<file path="config.mk">
export PLATFORM = sky130hd
export DESIGN_NAME = line_event_detect
export DESIGN_NICKNAME = d
export VERILOG_FILES = /design/src/rtl/rle_pkg.sv /design/src/rtl/rle_sync.sv /design/src/rtl/rle_tick.sv /design/src/rtl/rle_hold.sv /design/src/rtl/line_event_detect.sv
export SDC_FILE = /design/constraint.sdc
export NUM_CORES = 1
export LEC_CHECK = 0
export CAP_MARGIN = 20
export CORE_ASPECT_RATIO = 1.5
export CORE_MARGIN = 10
export CORE_UTILIZATION = 50
export CTS_CLUSTER_DIAMETER = 150
export CTS_CLUSTER_SIZE = 24
export DETAILED_ROUTE_END_ITERATION = 6
export DONT_BUFFER_PORTS = 1
export GPL_ROUTABILITY_DRIVEN = 0
export PLACE_DENSITY_LB_ADDON = 0.2
export SLEW_MARGIN = 25
export SYNTH_ARGS = -nofsm -noshare
export SYNTH_HDL_FRONTEND = slang
export SYNTH_SLANG_ARGS = --single-unit
</file>
<file path="constraint.sdc">
create_clock -name clk -period 6.02 [get_ports clk]
set_input_delay 0.602 -clock clk [delete_from_list [all_inputs] [get_ports clk]]
set_output_delay 0.602 -clock clk [all_outputs]
set_load 0.03 [all_outputs]
</file>
<file path="src/rtl/rle_pkg.sv">
package rle_pkg;
  typedef enum logic {
    MODE_FOLLOW = 1'b0,
    MODE_HOLD   = 1'b1
  } hold_mode_e;

  localparam int unsigned DEF_HOLD_W = 16;
endpackage

</file>
<file path="src/rtl/rle_sync.sv">
module rle_sync #(
  parameter int unsigned STAGES = 2
) (
  input  logic clk,
  input  logic rst_n,
  input  logic d_i,
  output logic q_o
);
  logic [STAGES-1:0] chain_q;

  always_ff @(posedge clk or negedge rst_n) begin
    if (!rst_n) chain_q <= '0;
    else        chain_q <= {chain_q[STAGES-2:0], d_i};
  end

  assign q_o = chain_q[STAGES-1];
endmodule

</file>
<file path="src/rtl/rle_tick.sv">
module rle_tick #(
  parameter int unsigned DIV = 100_000
) (
  input  logic clk,
  input  logic rst_n,
  input  logic clr_i,
  output logic tick_o
);
  localparam int unsigned CW = (DIV > 1) ? $clog2(DIV) : 1;
  localparam logic [CW-1:0] LAST = CW'(DIV - 1);

  logic [CW-1:0] pc_q;
  logic          tick_q;

  always_ff @(posedge clk or negedge rst_n) begin
    if (!rst_n) begin
      pc_q   <= '0;
      tick_q <= 1'b0;
    end else if (clr_i) begin
      pc_q   <= '0;
      tick_q <= 1'b0;
    end else if (pc_q == LAST) begin
      pc_q   <= '0;
      tick_q <= 1'b1;
    end else begin
      pc_q   <= pc_q + 1'b1;
      tick_q <= 1'b0;
    end
  end

  assign tick_o = tick_q;

  // an active input holds the prescaler idle
  a_r4_clr_kills_tick: assert property (@(posedge clk) disable iff (!rst_n)
    clr_i |=> !tick_o);

  generate
    if (DIV > 1) begin : g_sparse
      // ticks are isolated when the divider exceeds one
      a_r4_tick_single: assert property (@(posedge clk) disable iff (!rst_n)
        tick_o |=> !tick_o);
    end
  endgenerate
endmodule

</file>
<file path="src/rtl/rle_hold.sv">
module rle_hold
  import rle_pkg::*;
#(
  parameter int unsigned HOLD_W = DEF_HOLD_W
) (
  input  logic              clk,
  input  logic              rst_n,
  input  logic              evt_i,
  input  logic              tick_i,
  input  logic [HOLD_W-1:0] hold_i,
  output logic              held_o,
  output logic              wake_o
);
  hold_mode_e        mode;
  logic [HOLD_W-1:0] cnt_q;
  logic [HOLD_W:0]   cnt_inc;
  logic              held_q;
  logic              wake_q;

  assign mode    = (hold_i == '0) ? MODE_FOLLOW : MODE_HOLD;
  assign cnt_inc = {1'b0, cnt_q} + 1'b1;

  always_ff @(posedge clk or negedge rst_n) begin
    if (!rst_n) begin
      held_q <= 1'b0;
      cnt_q  <= '0;
      wake_q <= 1'b0;
    end else begin
      wake_q <= evt_i && !held_q;
      if (evt_i) begin
        held_q <= 1'b1;
        cnt_q  <= '0;
      end else if (held_q) begin
        if (mode == MODE_FOLLOW) begin
          held_q <= 1'b0;
          cnt_q  <= '0;
        end else if (tick_i) begin
          if (cnt_inc >= {1'b0, hold_i}) begin
            held_q <= 1'b0;
            cnt_q  <= '0;
          end else begin
            cnt_q <= cnt_inc[HOLD_W-1:0];
          end
        end
      end
    end
  end

  assign held_o = held_q;
  assign wake_o = wake_q;

  // a synchronized event always leaves the envelope active
  a_r2_evt_sets_held: assert property (@(posedge clk) disable iff (!rst_n)
    evt_i |=> held_o);

  // follow mode releases one cycle after the input drops
  a_r3_follow_release: assert property (@(posedge clk) disable iff (!rst_n)
    (!evt_i && hold_i == '0) |=> !held_o);

  // wake accompanies the start of every envelope
  a_r6_wake_on_rise: assert property (@(posedge clk) disable iff (!rst_n)
    $rose(held_o) |-> wake_o);

  // wake only while envelope active
  a_r6_wake_in_env: assert property (@(posedge clk) disable iff (!rst_n)
    wake_o |-> held_o);

  // without input and without a tick the envelope cannot end in hold mode
  a_r4_no_early_end: assert property (@(posedge clk) disable iff (!rst_n)
    (held_o && !evt_i && !tick_i && hold_i != '0) |=> held_o);
endmodule

</file>
<file path="src/rtl/line_event_detect.sv">
module line_event_detect
  import rle_pkg::*;
#(
  parameter int unsigned TICK_CYCLES = 100_000,
  parameter int unsigned HOLD_W      = DEF_HOLD_W,
  parameter int unsigned SYNC_STAGES = 2
) (
  input  logic              clk,
  input  logic              rst_n,
  input  logic              line_evt_i,
  input  logic [HOLD_W-1:0] hold_ms_i,
  output logic              event_n_o,
  output logic              wake_o
);
  logic evt_s;
  logic tick;
  logic held;
  logic wake;

  rle_sync #(.STAGES(SYNC_STAGES)) u_sync (
    .clk   (clk),
    .rst_n (rst_n),
    .d_i   (line_evt_i),
    .q_o   (evt_s)
  );

  rle_tick #(.DIV(TICK_CYCLES)) u_tick (
    .clk    (clk),
    .rst_n  (rst_n),
    .clr_i  (evt_s),
    .tick_o (tick)
  );

  rle_hold #(.HOLD_W(HOLD_W)) u_hold (
    .clk    (clk),
    .rst_n  (rst_n),
    .evt_i  (evt_s),
    .tick_i (tick),
    .hold_i (hold_ms_i),
    .held_o (held),
    .wake_o (wake)
  );

  assign event_n_o = !held;
  assign wake_o    = wake;

  // the strobe lasts one cycle
  a_r6_wake_one_cycle: assert property (@(posedge clk) disable iff (!rst_n)
    wake_o |=> !wake_o);

  // a falling output always carries the strobe
  a_r6_fall_has_wake: assert property (@(posedge clk) disable iff (!rst_n)
    $fell(event_n_o) |-> wake_o);

  // strobe never while output idle high
  a_r1_idle_quiet: assert property (@(posedge clk) disable iff (!rst_n)
    event_n_o |-> !wake_o);
endmodule

</file>
### Word level (Yosys, flattened, before mapping)

Cells that the tools add are included.

* add/sub/neg operators: 2
* magnitude comparators: 1
* eq/ne operators: 1
* mux-type cells: 14
* reduce and logical (&&, ||, !) cells: 6

Operator list (number)
* 16-bit 2-to-1 mux: 5
* 17-bit 2-to-1 mux: 2
* 16-bit by 1-bit adder with 17-bit output, second input constant: 1
* 17-bit by 1-bit adder with 17-bit output, second input constant: 1
* 17-bit equality test, second input constant: 1
* 17-bit by 16-bit greater-or-equal comparator with 1-bit output: 1
* 16-bit zero test: 1
* 1-bit 2-to-1 mux: 7
* 3-bit nonzero test: 1
* 2-bit AND reduction: 1
* 2-bit nonzero test: 1
* 1-bit logical AND: 1
* 1-bit zero test: 1

* register bits: 38
* bits of input ports: 19
* logic and storage cells: 30

### Depth between registers and ports, before layout

Gate-level depths: netlist of run 1.

* word-level depth: 7
* mapped depth: 14
* depth with buffers taken out: 12

### Cells and area by module

A second synthesis of run 1 with hierarchy kept.

* cells, all modules: 258
* area total of the unflattened synthesis: 2532.4 µm²

Modules (own cells, without submodules)
* rle_hold: times used 1, cells each 169, area each 1574.0 µm², seq. area each 450.4 µm²
* rle_tick: times used 1, cells each 86, area each 904.6 µm², seq. area each 450.4 µm²
* rle_sync: times used 1, cells each 2, area each 50.0 µm², seq. area each 50.0 µm²
* line_event_detect: times used 1, cells each 1, area each 3.8 µm², seq. area each 0.0 µm²

### Worst setup path before layout of run 1

OpenSTA, ideal clock, no wires.

* kind: register to register
* from: register u_hold.cnt_q[2]
* to: register u_hold.cnt_q[2]
* library setup time: 0.104 ns
* arrival: 2.820 ns
* data required time: 5.916 ns
* slack: 3.096 ns
* stages on the path, launching flop included: 14
* path buffers: 2
* period minus slack after synthesis: 2.924 ns
* path through: dfrtp_1 > buf_2 > nand3_1 > or3_1 > clkbuf_1 > nor2_1 > xor2_1 > ha_1 > nand3_1 > nor3_1 > a21oi_1 > nand3_2 > or4_1 > o311ai_1

* longest elaborated chain between the ends: 7

Ends and longest elaborated chain
* from (decl): RTL line rle_hold.sv:15 `logic [HOLD_W-1:0] cnt_q;`
* from (signal assigned): RTL line rle_hold.sv:42 `cnt_q <= cnt_inc[HOLD_W-1:0];`
* 16-bit by 1-bit adder with 17-bit output (*): RTL line rle_hold.sv:21 `assign cnt_inc = {1'b0, cnt_q} + 1'b1;`
* 17-bit by 16-bit greater-or-equal comparator with 1-bit output: RTL line rle_hold.sv:38 `if (cnt_inc >= {1'b0, hold_i}) begin`
* 16-bit 2-to-1 mux (*): RTL line rle_hold.sv:38
* 16-bit 2-to-1 mux (*): RTL line rle_hold.sv:37 `end else if (tick_i) begin`
* 16-bit 2-to-1 mux (*): RTL line rle_hold.sv:34 `if (mode == MODE_FOLLOW) begin`
* 16-bit 2-to-1 mux (*): RTL line rle_hold.sv:33 `end else if (held_q) begin`
* 16-bit 2-to-1 mux (*): RTL line rle_hold.sv:30 `if (evt_i) begin`

Every way passes the cells marked *; elsewhere a longest branch is shown, timed or not. The select of a mux whose other input is x is not followed.
A chain may end at the register's enable or synchronous reset.

### Worst setup path in the final report of run 1

* from: register u_hold.cnt_q[0]
* to: register u_hold.cnt_q[8]

The elaborated chain is that of the path after synthesis.

==> results of run 1 <==
==> registers in the layout (all words and copies together) (netlist names) <==
signal / cells
u_hold.cnt_q: 16
u_hold.wake_o: 1
u_sync.chain_q: 2
u_hold.held_o: 1
u_tick.pc_q: 17
u_tick.tick_o: 1
==> per-layer routing <==
layer	wire (um)	vias to the layer above
li1	-	885
met1	2040	842
met2	2320	31
met3	214	6
met4	91	0
met5	0	-
==> power by group <==
group          leakage, nW  internal (mW)  switching, mW
logic                0.611        0.00740         0.0142
clock network       0.0714          0.177         0.0902
registers            0.519          0.257        0.00256
total                 1.20          0.442          0.107
==> cells in the final DEF, fill, tap and decap left out, drive strengths merged, types with 2 or more instances in the layout <==
cell type  Yosys  layout
or4b           2       2
xor2          17      17
o21ai          5       5
bufinv         0       2
xnor2         11      11
a22o          13      13
nand3         16      16
ha            18      18
nor4           7       7
nand2         17      17
a21oi          5       5
dfrtp         38      38
o22ai          2       2
nor3           5       5
inv           21      21
clkbuf         5       6
and4           2       2
nand4         10      10
nor2          36      36
and3           3       3
nand2b         2       2
or4            3       3
==> through the flow <==
stage | cell area [um2] | hold slack [ns] | cells | util [%]
3_3_place_gp | 2360 | 0.308 | 293 | 52.4
6_report | 2530 | 0.147 | 302 | 56.2
4_1_cts | 2530 | 0.145 | 302 | 56.2
3_5_place_dp | 2370 | 0.308 | 293 | 52.6
2_1_floorplan | 2330 | 0.306 | 252 | -
5_1_grt | 2530 | 0.150 | 302 | 56.2
==> worst paths after layout <==
path / startpoint / endpoint / slack (ns) / depth (start not counted)
min in group clk: line_evt_i / u_sync.chain_q[0] / 0.34 / 0
max in group asynchronous: rst_n / u_sync.chain_q[1] / 5.69 / 1
worst max register to register: u_hold.cnt_q[0] / u_hold.cnt_q[8] / 2.54 / 11
worst min-delay path: rst_n / u_tick.pc_q[4] / 0.15 / 1
worst min register to register: u_sync.chain_q[0] / u_sync.chain_q[1] / 0.35 / 0
worst max-delay path: u_hold.cnt_q[0] / u_hold.cnt_q[8] / 2.54 / 11
==> critical path: stages, from the launching register on <==
cell	delay, ns
sky130_fd_sc_hd__dfrtp_1	0.45
sky130_fd_sc_hd__ha_1	0.26
sky130_fd_sc_hd__nand4_1	0.21
sky130_fd_sc_hd__nor2_1	0.28
sky130_fd_sc_hd__nand4_1	0.15
sky130_fd_sc_hd__xnor2_1	0.22
sky130_fd_sc_hd__ha_1	0.28
sky130_fd_sc_hd__a21o_1	0.17
sky130_fd_sc_hd__a21oi_1	0.13
sky130_fd_sc_hd__a31oi_1	0.23
sky130_fd_sc_hd__nor4_4	0.77
sky130_fd_sc_hd__a22o_1	0.26
==> kinds of logic after synthesis <==
group / Yosys count / synth area share [%]
AOI/OAI and AO/OA: 33 / 10.5
xor gates and xnor gates: 28 / 10.5
adders and majority gates: 18 / 9.68
buffers and inverters: 28 / 4.62
DFF: 38 / 40.9
and+or+nand+nor: 107 / 23.8
==> layout make-up <==
cell class | count | area share, %
tap | 48 | 2.37
sequential | 38 | 37.6
clock buffer | 6 | 3.26
multi-input combinational | 186 | 50.5
inverter | 21 | 3.12
clock inverter | 2 | 2.37
timing repair buffer | 1 | 0.791
==> results_dict.tcl, run 1 <==
set metrics [dict create \
    detailedPlace.worstSlack_ns 2.53 \
    mappedNetlistNets 289 \
    numClockSinks 38 \
    io_buffers 0 \
    max_freq_ghz 0.288 \
    worst_skew_pair_latency_ns 0.29 \
    post-cts-setup-buffer-count 0 \
    fin_crit_sh_pct 57.7 \
    post_cts.resized_instances 0 \
    finalWirelength_mm 4.67 \
    number_of_antenna_violations_at_the_first_check_in_global_routing 0 \
    antenna_cells_inserted 0 \
    setup.worst_path.start_class "flip-flop" \
    fillCellCount 419 \
    hold_path_class "in -> async" \
    number_of_top_level_pins 21 \
    layout_min_cycle_time_ns 3.48 \
    synthesis.area_mm2 0.00233 \
    worst_slew_margin_rel_pct 34.2 \
    core_area_mm2 0.00450 \
    status "complete, no violations" \
    top_cells_by_instance_count_after_synthesis "sky130_fd_sc_hd__dfrtp_1, sky130_fd_sc_hd__nor2_1, sky130_fd_sc_hd__inv_1, sky130_fd_sc_hd__ha_1" \
    postLayoutSetupSlackWorst_ns 2.54 \
    power_leakage_nw 1.20 \
    grt_pass1_vias 1778 \
    grt-ovfl-total 0 \
    dp.final_hpwl_mm 3.61 \
    route.antenna.remaining_nets 0 \
    sequential_area_um2 951 \
    final-max-slew-violation-count 0 \
    vdd_drop_max_mv 0.0782 \
    ys_warn_count 0 \
    first_pass_grt_wire_length_mm 7.93 \
    clock_tree.root_cell "sky130_fd_sc_hd__clkbuf_8" \
    clk_path_buf_depth 2 \
    crit_required_ns 6.24 \
    unrepaired_setup_endpoints_after_global_routing "no" \
    netlist_instances 252 \
    cp_capture_type "flip-flop" \
    netlist.top_cell.by_area "sky130_fd_sc_hd__dfrtp_1" \
    critPathKind "reg -> reg" \
    max-cap-violations 0 \
    busiest_layer "met2" \
    area_used_by_multi_input_combinational_logic_mm2 0.00128 \
    clock_tree_from_tritoncts "built" \
    synth_async_sr_flop_share_pct 100 \
    synth_cell_type_count 39 \
    global_route.usage.met1_pct 15.8 \
    crit_path_max_fanout 13 \
    path_clk_slew_ns 0.07 \
    gr-usage-all-layers_pct 12.6 \
    synth_enable_flop_cells 0 \
    vias 1764 \
    wl_per_cell_um 15.5 \
    die_h_um 104 \
    layout-drive-gt1-share_pct 6.30 \
    post_layout_power_mw 0.548 \
    area_growth_pct 8.71 \
    finish.net_count 290 \
    start_util_pct 51.7 \
    syn_area_per_cell_um2 9.24 \
    clock_skew_ns 0.00839 \
    cts_max_level 2 \
    cts_hold_repair.buffers 1 \
    power_per_cell_area_mw_per_mm2 217 \
    drt_first_pass_iters 4 \
    yosysTopAreaCellShare_pct 40.9 \
    synth.ff_latch_count 38 \
    worst_ep_arrival_time_ns 3.70 \
    globalRouteMet2Util_pct 20.1 \
    design.die.area_mm2 0.00784 \
    max_slew.worst_pin.slew_ns 0.983 \
    cts_inserted_buffers 5 \
    report.final.hold_viol_count 0 \
    synth.area.top_cells "sky130_fd_sc_hd__dfrtp_1, sky130_fd_sc_hd__ha_1, sky130_fd_sc_hd__xor2_1, sky130_fd_sc_hd__nor2_1, sky130_fd_sc_hd__a22o_1" \
    detailedRoute.firstIterationViolations 54 \
    rows 30 \
    count_leader_synth "sky130_fd_sc_hd__dfrtp_1" \
    via_per_inst 5.84 \
    seq_area_frac_synth_pct 40.9 \
    setup_violations 0 \
    grt_util_met3_pct 2.29 \
    grt_start_max_net_pins 39 \
    ys_dominant_reg_cell "sky130_fd_sc_hd__dfrtp_1" \
    totalNegativeSetupSlack_ns 0 \
    dieWidth_um 75.7 \
    route.detailed.drc 0 \
]
No activity file was read; power rests on OpenSTA's default activity.
==> run 2, diff against run 1 <==
==> constraint.sdc (replaced) <==
create_clock -name clk -period 3.11 [get_ports clk]
set_input_delay 0.311 -clock clk [delete_from_list [all_inputs] [get_ports clk]]
set_output_delay 0.311 -clock clk [all_outputs]
set_load 0.03 [all_outputs]
==> results_dict.tcl, run 2 (synthesis gave the netlist of run 1 again) <==
set metrics [dict create \
    status "complete, no violations" \
    largest_register_ff_count 17 \
    cts_inserted_buffers 5 \
    clock_tree.root_cell "sky130_fd_sc_hd__clkbuf_8" \
    critPathKind "reg -> reg" \
    numClockSinks 38 \
    finish.net_count 310 \
    worst_skew_pair_latency_ns 0.29 \
    fin_util_pct 61.2 \
    cts_max_level 2 \
    power.share.combinational_pct 4.3 \
    drt_first_pass_iters 4 \
    ff2ff_path_depth 12 \
    finalWirelength_mm 5.13 \
    report.final.hold_viol_count 0 \
    gr-usage-all-layers_pct 13.8 \
    design.die.area_mm2 0.00784 \
    via_per_inst 5.79 \
    critical_path.startpoint "u_hold.cnt_q[0]" \
    worst_slew_margin_rel_pct 61.4 \
    leading_registers_by_flop_count "u_tick.pc_q x17, u_hold.cnt_q x16, u_sync.chain_q x2" \
    number_of_antenna_violations_at_the_first_check_in_global_routing 0 \
    vias 1865 \
    layout_common_cells "sky130_fd_sc_hd__dfrtp_1, sky130_fd_sc_hd__nor2_1, sky130_fd_sc_hd__inv_1, sky130_fd_sc_hd__buf_4" \
    rows 30 \
    area_used_by_multi_input_combinational_logic_mm2 0.00135 \
    unrepaired_setup_endpoints_after_global_routing "yes" \
    dp.final_hpwl_mm 3.83 \
    number_of_top_level_pins 21 \
    grt-ovfl-total 0 \
    sequential_area_um2 951 \
    hold_path_class "in -> reg" \
    max_freq_ghz 0.331 \
    crit_reg_reg_startpoint "u_hold.cnt_q[0]" \
    max-cap-violations 0 \
    power.switching_mw 0.212 \
    setup_violations 0 \
    worst_ep_arrival_time_ns 3.26 \
    grt_start_max_net_pins 39 \
    worstReg2RegEnd "u_hold.cnt_q[9]" \
    clock_skew_ns 0.00740 \
    layout-drive-gt1-share_pct 17.5 \
    die_h_um 104 \
    route.antenna.remaining_nets 0 \
    path_clk_slew_ns 0.08 \
    start_util_pct 51.7 \
    io_buffers 0 \
    power_leakage_nw 1.33 \
    fin_crit_sh_pct 97.2 \
    first_pass_grt_wire_length_mm 8.60 \
    antenna_cells_inserted 0 \
    layout_min_cycle_time_ns 3.02 \
    max_slew.worst_pin.slew_ns 0.574 \
    route.detailed.drc 0 \
    final-max-slew-violation-count 0 \
    share_clk_of_total_power_pct 48.7 \
    p_int_mw 0.857 \
    crit_path_max_fanout 5 \
    detailedRoute.firstIterationViolations 65 \
    swShare_pct 19.9 \
    layoutNonFillerInstCount 322 \
    setup.worst_path.start_class "flip-flop" \
    crit_required_ns 3.35 \
    clock_tree_from_tritoncts "built" \
    cp_capture_type "flip-flop" \
    registers.top_by_ff_count "u_tick.pc_q" \
    pwr-share-seq_pct 47.1 \
    vdd_drop_max_mv 0.228 \
    fillCellCount 396 \
    clk_path_buf_depth 2 \
    final_common_cell "sky130_fd_sc_hd__dfrtp_1" \
    dieWidth_um 75.7 \
    worst_setup_path_endpoint "u_hold.cnt_q[9]" \
    wl_per_cell_um 15.9 \
    post-place-cells 310 \
    final_area_mm2 0.00276 \
    setup.reg_to_reg.worst_slack_ns 0.09 \
    area_growth_pct 18.4 \
    core_area_mm2 0.00450 \
    grt_pass1_vias 1924 \
    power_per_cell_area_mw_per_mm2 388 \
    placedInstanceArea_mm2 0.00249 \
]
run 2: changes by cell type in the layout (fill, tap and decap cells not counted), sizes merged:
cell and delta:
buf +19, dlygate4sd3 +1
run 2: worst max-delay path, stage by stage (launching register included):
cell,delay (ns)
sky130_fd_sc_hd__dfrtp_1,0.43
sky130_fd_sc_hd__ha_2,0.22
sky130_fd_sc_hd__nand4_1,0.14
sky130_fd_sc_hd__nor2_2,0.19
sky130_fd_sc_hd__nand4_1,0.17
sky130_fd_sc_hd__xnor2_2,0.18
sky130_fd_sc_hd__ha_1,0.29
sky130_fd_sc_hd__a21o_1,0.17
sky130_fd_sc_hd__a21oi_2,0.18
sky130_fd_sc_hd__a31oi_4,0.14
sky130_fd_sc_hd__or4b_1,0.57
sky130_fd_sc_hd__o22ai_2,0.15
sky130_fd_sc_hd__a22o_1,0.14
run 2: cell type report:
type / instances / area share [%]
multi-input cells: 186 / 49.0
clock buffers: 6 / 3.00
repair buffers: 21 / 6.27
clock inverters: 2 / 2.18
flip-flops and latches: 38 / 34.5
inverters: 21 / 2.86
well taps: 48 / 2.18
run 2: timing repair:
action                                  4_1_cts  5_1_grt
hold buffers                                  2        0
endpoints found under the setup margin        0       16
resized for setup                             0       15
endpoints found under the hold margin        38        0
setup buffers                                 0        2
run 2: worst min-delay path by stage:
stage                from           endpoint  slack [ns]  cells after the start
6_report       line_evt_i  u_sync.chain_q[0]        0.05                      0
5_1_grt        line_evt_i  u_sync.chain_q[0]        0.03                      0
4_1_cts        line_evt_i  u_sync.chain_q[0]        0.03                      0
3_5_place_dp        rst_n     u_tick.pc_q[2]        0.02                      0
3_3_place_gp        rst_n     u_tick.pc_q[2]        0.02                      0
2_1_floorplan       rst_n    u_hold.cnt_q[0]        0.02                      0
run 2: metal layers:
layer | vias to the layer above | wire [um] | global-route usage (%)
li1 | 926 | - | -
met1 | 897 | 2220 | 16.6
met2 | 36 | 2570 | 22.6
met3 | 6 | 237 | 2.29
met4 | 0 | 104 | 6.40
met5 | - | 0 | 0
run 2: per-stage QoR:
stage | TNS [ns] | hold WS (ns) | setup slack, ns | total power, mW
after detailed placement | -0.00289 | 0.0167 | -0.00289 | 0.545
final | 0 | 0.0452 | 0.0881 | 1.07
after CTS | 0 | 0.0327 | 0.0101 | 1.08
after global placement | 0 | 0.0168 | 0.0725 | 0.544
after floorplan | 0 | 0.0154 | 0.186 | 0.537
after global routing | -0.651 | 0.0275 | -0.0843 | 1.11
run 2: power by group through the flow:
stage | Combinational, mW | Clock [mW] | Sequential, mW
floorplan | 0.0264 | 0 | 0.511
global placement | 0.0314 | 0 | 0.513
detailed placement | 0.0315 | 0 | 0.513
CTS | 0.0457 | 0.533 | 0.503
global route | 0.0544 | 0.554 | 0.504
finish | 0.0457 | 0.520 | 0.503
